$ cat src/rtl/phc_pkg.sv
package phc_pkg;
    localparam int unsigned PHC_REGS = 32;
    localparam int unsigned PHC_RW   = $clog2(PHC_REGS);

    typedef enum logic [1:0] {
        SRC_RF    = 2'd0,
        SRC_EXMEM = 2'd1,
        SRC_MEMWB = 2'd2
    } ex_src_e;

    typedef enum logic {
        BR_RF    = 1'b0,
        BR_EXMEM = 1'b1
    } br_src_e;

    // Youngest producer first.
    function automatic ex_src_e pick_src(input logic hit_mem, input logic hit_wb);
        if (hit_mem)     return SRC_EXMEM;
        else if (hit_wb) return SRC_MEMWB;
        else             return SRC_RF;
    endfunction
endpackage

$ cat src/rtl/phc_ex_bypass.sv
module phc_ex_bypass
    import phc_pkg::*;
#(
    parameter int unsigned RW = PHC_RW
) (
    input  logic [RW-1:0] src,
    input  logic [RW-1:0] mem_dst,
    input  logic          mem_wr,
    input  logic          mem_is_load,
    input  logic [RW-1:0] wb_dst,
    input  logic          wb_wr,
    output ex_src_e       sel
);
    logic src_nz, hit_mem, hit_wb;

    always_comb begin
        src_nz  = (src != '0);
        // A load's data is not in the memory latch yet.
        hit_mem = src_nz && mem_wr && !mem_is_load && (mem_dst == src);
        hit_wb  = src_nz && wb_wr && (wb_dst == src);
        sel     = pick_src(hit_mem, hit_wb);

        p_zero_never_forwarded_r2: assert (src != '0 || sel == SRC_RF)
            else $error("register 0 forwarded");
        p_wb_needs_writer_r1: assert (sel != SRC_MEMWB || (wb_wr && wb_dst == src))
            else $error("writeback select without writer");
        p_mem_not_load_r1: assert (sel != SRC_EXMEM || !mem_is_load)
            else $error("load forwarded from memory latch");
    end
endmodule

$ cat src/rtl/phc_interlock.sv
module phc_interlock
    import phc_pkg::*;
#(
    parameter int unsigned RW = PHC_RW
) (
    input  logic [RW-1:0] id_src_a,
    input  logic [RW-1:0] id_src_b,
    input  logic          id_reads_a,
    input  logic          id_reads_b,
    input  logic          id_b_is_sdata,
    input  logic          id_is_branch,
    input  logic [RW-1:0] ex_dst,
    input  logic          ex_wr,
    input  logic          ex_is_load,
    input  logic [RW-1:0] mem_dst,
    input  logic          mem_wr,
    input  logic          mem_is_load,
    output logic          hold
);
    logic ex_live, mem_live;
    logic need_a, need_b;
    logic load_use, br_wait_ex, br_wait_mem;

    always_comb begin
        ex_live     = ex_wr && (ex_dst != '0);
        mem_live    = mem_wr && (mem_dst != '0);
        need_a      = id_reads_a || id_is_branch;
        need_b      = id_reads_b && !id_b_is_sdata;
        load_use    = ex_live && ex_is_load &&
                      ((need_a && ex_dst == id_src_a) || (need_b && ex_dst == id_src_b));
        br_wait_ex  = id_is_branch && ex_live && !ex_is_load && (ex_dst == id_src_a);
        br_wait_mem = id_is_branch && mem_live && mem_is_load && (mem_dst == id_src_a);
        hold        = load_use || br_wait_ex || br_wait_mem;

        p_hold_needs_writer_r10: assert (!hold || (ex_wr || mem_wr))
            else $error("hold without any writer");
        p_hold_never_reg0_r2: assert (!hold || (ex_dst != '0) || (mem_dst != '0))
            else $error("hold on register 0");
        p_sdata_only_free_r4: assert (!(hold && !id_is_branch && !id_reads_a && id_b_is_sdata))
            else $error("store data caused hold");
    end
endmodule

$ cat src/rtl/phc_dec_bypass.sv
module phc_dec_bypass
    import phc_pkg::*;
#(
    parameter int unsigned RW = PHC_RW
) (
    input  logic [RW-1:0] br_src,
    input  logic [RW-1:0] mem_dst,
    input  logic          mem_wr,
    input  logic          mem_is_load,
    input  logic [RW-1:0] mem_src_b,
    input  logic          mem_is_store,
    input  logic [RW-1:0] wb_dst,
    input  logic          wb_wr,
    output br_src_e       br_sel,
    output logic          sdata_sel
);
    always_comb begin
        br_sel    = (br_src != '0 && mem_wr && !mem_is_load && mem_dst == br_src)
                    ? BR_EXMEM : BR_RF;
        sdata_sel = mem_is_store && (mem_src_b != '0) && wb_wr && (wb_dst == mem_src_b);

        p_br_bypass_alu_only_r8: assert (br_sel == BR_RF || (!mem_is_load && mem_wr))
            else $error("branch bypass from load");
        p_sdata_needs_store_r5: assert (!sdata_sel || (mem_is_store && wb_wr))
            else $error("store bypass without store");
    end
endmodule

$ cat src/rtl/pipe_hazard_ctrl.sv
module pipe_hazard_ctrl
    import phc_pkg::*;
#(
    parameter int unsigned RW = PHC_RW
) (
    input  logic [RW-1:0] id_src_a,
    input  logic [RW-1:0] id_src_b,
    input  logic          id_reads_a,
    input  logic          id_reads_b,
    input  logic          id_b_is_sdata,
    input  logic          id_is_branch,
    input  logic [RW-1:0] ex_src_a,
    input  logic [RW-1:0] ex_src_b,
    input  logic [RW-1:0] ex_dst,
    input  logic          ex_wr,
    input  logic          ex_is_load,
    input  logic [RW-1:0] mem_dst,
    input  logic          mem_wr,
    input  logic          mem_is_load,
    input  logic [RW-1:0] mem_src_b,
    input  logic          mem_is_store,
    input  logic [RW-1:0] wb_dst,
    input  logic          wb_wr,
    output logic [1:0]    ex_sel_a,
    output logic [1:0]    ex_sel_b,
    output logic          mem_sdata_sel,
    output logic          br_sel,
    output logic          hold_front,
    output logic          idex_bubble
);
    localparam int unsigned N_OPS = 2;

    logic [RW-1:0] op_src [N_OPS];
    ex_src_e       op_sel [N_OPS];
    br_src_e       br_pick;
    logic          hold;

    assign op_src[0] = ex_src_a;
    assign op_src[1] = ex_src_b;

    for (genvar g = 0; g < N_OPS; g++) begin : g_op
        phc_ex_bypass #(.RW(RW)) u_byp (
            .src        (op_src[g]),
            .mem_dst    (mem_dst),
            .mem_wr     (mem_wr),
            .mem_is_load(mem_is_load),
            .wb_dst     (wb_dst),
            .wb_wr      (wb_wr),
            .sel        (op_sel[g])
        );
    end

    phc_interlock #(.RW(RW)) u_lock (
        .id_src_a     (id_src_a),
        .id_src_b     (id_src_b),
        .id_reads_a   (id_reads_a),
        .id_reads_b   (id_reads_b),
        .id_b_is_sdata(id_b_is_sdata),
        .id_is_branch (id_is_branch),
        .ex_dst       (ex_dst),
        .ex_wr        (ex_wr),
        .ex_is_load   (ex_is_load),
        .mem_dst      (mem_dst),
        .mem_wr       (mem_wr),
        .mem_is_load  (mem_is_load),
        .hold         (hold)
    );

    phc_dec_bypass #(.RW(RW)) u_dec (
        .br_src      (id_src_a),
        .mem_dst     (mem_dst),
        .mem_wr      (mem_wr),
        .mem_is_load (mem_is_load),
        .mem_src_b   (mem_src_b),
        .mem_is_store(mem_is_store),
        .wb_dst      (wb_dst),
        .wb_wr       (wb_wr),
        .br_sel      (br_pick),
        .sdata_sel   (mem_sdata_sel)
    );

    assign ex_sel_a    = op_sel[0];
    assign ex_sel_b    = op_sel[1];
    assign br_sel      = br_pick;
    assign hold_front  = hold;
    assign idex_bubble = hold;
endmodule

$ cat config.mk
export PLATFORM = sky130hd
export DESIGN_NAME = pipe_hazard_ctrl
export DESIGN_NICKNAME = d
export VERILOG_FILES = /design/src/rtl/phc_pkg.sv /design/src/rtl/phc_ex_bypass.sv /design/src/rtl/phc_interlock.sv /design/src/rtl/phc_dec_bypass.sv /design/src/rtl/pipe_hazard_ctrl.sv
export SDC_FILE = /design/constraint.sdc
export NUM_CORES = 1
export LEC_CHECK = 0
export CORE_MARGIN = 2
export CORE_UTILIZATION = 34
export DETAILED_ROUTE_END_ITERATION = 16
export PLACE_DENSITY = 0.84
export RECOVER_POWER = 25
export SYNTH_ARGS = -nofsm -noshare
export SYNTH_HDL_FRONTEND = slang
export SYNTH_HIERARCHICAL = 1
export SYNTH_SLANG_ARGS = --single-unit
$ cat constraint.sdc
create_clock -name vclk -period 2.6
set_input_delay 0.65 -clock vclk [all_inputs]
set_output_delay 0.65 -clock vclk [all_outputs]
set_load 0.1 [all_outputs]
# ---- Word level (Yosys, flattened, before mapping)
# Cells that the tools add are included.
dict set report totals {
  wordCells 55
  regBits 0
  output_inout_bits 8
  inputBits 50
}
dict set report classes {
  eq_ne 8
  n_reduce_logical 42
  muxes 5
}
# cell count
set op_table {}
lappend op_table {{$eq A5 B5 Y1} 8}
lappend op_table {{$reduce_bool A5 Y1} 6}
lappend op_table {{$logic_and A1 B1 Y1} 29}
lappend op_table {{$mux W2} 4}
lappend op_table {{$logic_or A1 B1 Y1} 4}
lappend op_table {{$logic_not A1 Y1} 3}
lappend op_table {{$mux W1} 1}

# ---- Logic depth before layout (Yosys ltp)
dict set report depth {
  depth_word 7
  depth_mapped 6
  depth_no_buf 5
}

# ---- By module
# The synthesis kept the hierarchy.
# mod seq_area_each_um2 cells_each area_each_um2 instances
set modules_own_cells {}
lappend modules_own_cells {phc_ex_bypass 0.0 19 155.1 2}
lappend modules_own_cells {phc_interlock 0.0 30 216.5 1}
lappend modules_own_cells {phc_dec_bypass 0.0 21 166.4 1}
lappend modules_own_cells {pipe_hazard_ctrl 0.0 1 7.5 1}

# ---- Least setup slack after synthesis
# No wires, ideal clock.
dict set report synth_path {
  kind {input to output}
  start {input ex_dst[1]}
  end {output idex_bubble}
  arrival_ps 3167
  path_buffers 1
  cell_stages 6
  path_slack_ps -1217
  cell_sequence {xnor2_1 -> nand4_1 -> nor4b_1 -> o221ai_1 -> o21ai_1 -> buf_4}
}
dict set report synth_between {
  elab_chain_cells 7
  word_cells_on_any_way 14
}
# item line
set synth_lines {}
lappend synth_lines {{start, declared} pipe_hazard_ctrl.sv:14} ;# input logic [RW-1:0] ex_dst,
lappend synth_lines {{$reduce_bool A5 Y1} phc_interlock.sv:25} ;# ex_live = ex_wr && (ex_dst != '0);
lappend synth_lines {{$logic_and A1 B1 Y1} phc_interlock.sv:25}
lappend synth_lines {{$logic_and A1 B1 Y1 (3 in series)} phc_interlock.sv:31} ;# br_wait_ex = id_is_branch && ex_live && !ex_is_load && (ex_dst == id_src_a);
lappend synth_lines {{$logic_or A1 B1 Y1 (*) (2 in series)} phc_interlock.sv:33} ;# hold = load_use || br_wait_ex || br_wait_mem;
lappend synth_lines {{end, declared} pipe_hazard_ctrl.sv:29} ;# output logic idex_bubble
# Every way passes the cells marked *; elsewhere a longest branch is shown, timed or not.

# ---- Worst setup path after layout
dict set report layout_path {
  start {input mem_src_b[3]}
  end {output mem_sdata_sel}
}
dict set report layout_between {
  elab_chain_cells 4
  word_cells_on_any_way 5
}
# item line
set layout_lines {}
lappend layout_lines {{start, declared} pipe_hazard_ctrl.sv:20} ;# input logic [RW-1:0] mem_src_b,
lappend layout_lines {{$reduce_bool A5 Y1} phc_dec_bypass.sv:20} ;# sdata_sel = mem_is_store && (mem_src_b != '0) && wb_wr && (wb_dst == mem_src_b);
lappend layout_lines {{$logic_and A1 B1 Y1 (2 in series)} phc_dec_bypass.sv:20}
lappend layout_lines {{$logic_and A1 B1 Y1 (*)} phc_dec_bypass.sv:20}
lappend layout_lines {{end, declared} pipe_hazard_ctrl.sv:26} ;# output logic mem_sdata_sel,
# Marks and branches as above.

==> metrics.md <==
| Metric | Value |
|---|---|
| All-Layer GR Usage | `0.272` |
| Antenna viol nets, final | `0` |
| Max layer used | `met4` |
| Placed Area | `about 0.0016 mm²` |
| F_max | `approximately 380 MHz` |
| Final HPWL DP | `2600 µm` |
| Clock buffers | `0` |
| # port buffers | `58` |
| Tcrit/Tclk final | `1.02` |
| Site Rows | `16` |
| Cts hold-fix bufs | `0` |
| Number of global-route vias before repair | `between 1k and 1.5k` |
| Post-layout util | `0.899` |
| Vias | `approximately 1.1k` |
| Grt ovf | `0` |
| Placer Congestion | `roughly 0.8` |
| Largest net degree at the start of global routing | `5` |
| Cells after Synth | `90` |
| First-pass GRT wire length | `~5200 µm` |
| Synth area leaders | `xnor2_1 48%, nand4_1 5.4%, xor2_1 5.0%` |
| VDD IR max | `between 0.0001 and 0.00015 V` |
| Dpl cells | `199` |
| Vias per cell | `between 5 and 6` |
| Failing checks | `setup timing` |
| Seq_cells | `0` |
| Fin nets | `around 230` |
| Fin crit period | `roughly 2.7 ns` |
| Fin. Hold Viols | `0` |
| Starting Density | `0.357` |
| Max_cap viols | `0` |
| Mapped Nets | `between 100 and 150` |
| Dpl ws | `-0.447 ns` |
| Met3 Routed Length | `around 320 µm` |
| Synthesis-to-finish area growth | `152%` |
| Met1 WL | `1180 µm` |
| Setup ws final | `-0.0592 ns` |
| Reg area | `0 µm²` |
| Setup_tns | `-0.0733 ns` |
| Largest area contributor in the netlist | `xnor2_1` |
| Slew headroom | `0.757` |
| Hold Path Class | `in -> out` |
| Chip width | `between 40 and 50 µm` |
| Antenna violations before repair | `0` |
| Post-synthesis cell type count | `24` |
| Layout cells sized above 1 | `0.560` |
| Antenna Cells | `0` |
| Fin. max-slew vios | `0` |
| Worst Max-Slew Pin Slew | `0.360 ns` |
| Initial DRT Pass Iterations | `4` |
| Final setup viols | `3` |
| Wire length per cell | `about 18 µm` |
| Area fraction of the dominant cell type after synthesis | `0.475` |
| Pwr Density | `157 mW/mm²` |
| Post-route cell area | `about 0.0018 mm²` |
| Area of the mapped netlist | `approximately 700 µm²` |
| Worst endpoint required time | `slightly below 2 ns` |
| Met2 routed WL | `1970 µm` |
| Average size of a mapped cell | `between 7 and 8 µm²` |
| Unrepaired setup endpoints after global routing | `yes` |
| Status | `finished with violations` |
| CP arrival | `2.01 ns` |
| IO Pins | `just under 60` |
| Die Ht | `49.4 µm` |
| Part of the Yosys area used for sequential elements | `0` |
| CP endpoint kind | `primary output` |
| Final wirelength | `around 3600 µm` |
| DRC errors left | `0` |
| Die area | `about 0.0024 mm²` |
| P_leak | `0.758 nW` |
| Final cell count without fillers | `202` |
| Core area | `0.00196 mm²` |
| Synth warn | `6` |
| WS Path Type | `in -> out` |
| Startpoint type of the worst setup path | `primary input` |
| Initial DRC count | `4` |
| Worst Path Max Fanout | `2` |
==> stage by stage <==
| stage | total power, mW | hold WS [ns] |
|---|---|---|
| 2_1_floorplan | 0.0955 | 1.53 |
| 3_3_place_gp | 0.241 | 2.06 |
| 3_5_place_dp | 0.249 | 2.08 |
| 4_1_cts | 0.253 | 1.89 |
| 5_1_grt | 0.292 | 1.90 |
| 6_report | 0.277 | 1.87 |
==> cell usage after synthesis (all sizes together) <==
library cell / number
o21ai: 3
nor2: 4
nand3: 4
xor2: 4
nor3: 4
inv: 3
or4: 4
a21oi: 2
nand4: 6
nor4: 5
nand3b: 2
nor4b: 2
nand2: 2
o211ai: 1
buf: 3
xnor2: 38
o2111ai: 1
o221ai: 1
nor3b: 1
==> cells by family after synthesis <==
group,count (synthesis),synth area share
XOR/XNOR,42,0.525
AND/OR/NAND/NOR,34,0.355
buffers and inverters,6,0.0482
AO/OA/AOI/OAI,8,0.0714
==> layer usage <==
layer,GRT usage,up-vias
met5,0,-
met4,0.0417,0
met3,0.0491,18
met2,0.590,80
met1,0.259,486
li1,-,498
==> layout by cell type (no fill, tap or decap), types with 4 or more instances in the layout <==
| cell type | n |
|---|---|
| buf_4 | 28 |
| xnor2_1 | 22 |
| buf_6 | 17 |
| xnor2_2 | 16 |
| dlygate4sd2_1 | 12 |
| buf_2 | 9 |
| clkdlybuf4s50_1 | 8 |
| buf_12 | 7 |
| nand4_1 | 6 |
| nand3_1 | 4 |
| xor2_1 | 4 |
==> area by class of cell <==
type / instances / area [µm²]
tap: 27 / 33.8
timing repair buffer: 88 / 832
inverter: 3 / 11.3
fill: 95 / 199
multi-input combinational: 84 / 886
==> final timing paths <==
check | from | end | cells after the start
max | mem_src_b[3] | mem_sdata_sel | 5
min | ex_dst[0] | idex_bubble | 4
==> where the power goes <==
group,leakage (nW),internal (mW),switching [mW],total [mW]
Clock,0,0,0,0
Combinational,0.758,0.153,0.124,0.277
Sequential,0,0,0,0
Total,0.758,0.153,0.124,0.277
==> worst max-delay path: stages <==
cell	delay, ns
clkdlybuf4s50_1	0.45
xnor2_1	0.26
nand3_1	0.16
nor3b_4	0.27
buf_12	0.21
==> timing repair <==
| item | 4_1_cts | 5_1_grt |
|---|---|---|
| hold endpoints to repair | 0 | 0 |
| endpoints found under the setup margin | 8 | 6 |
| resized for setup | 132 | 38 |
| pin swaps | 30 | 20 |
| buffers inserted | 3 | 1 |
No activity file was read; power rests on OpenSTA's default activity.
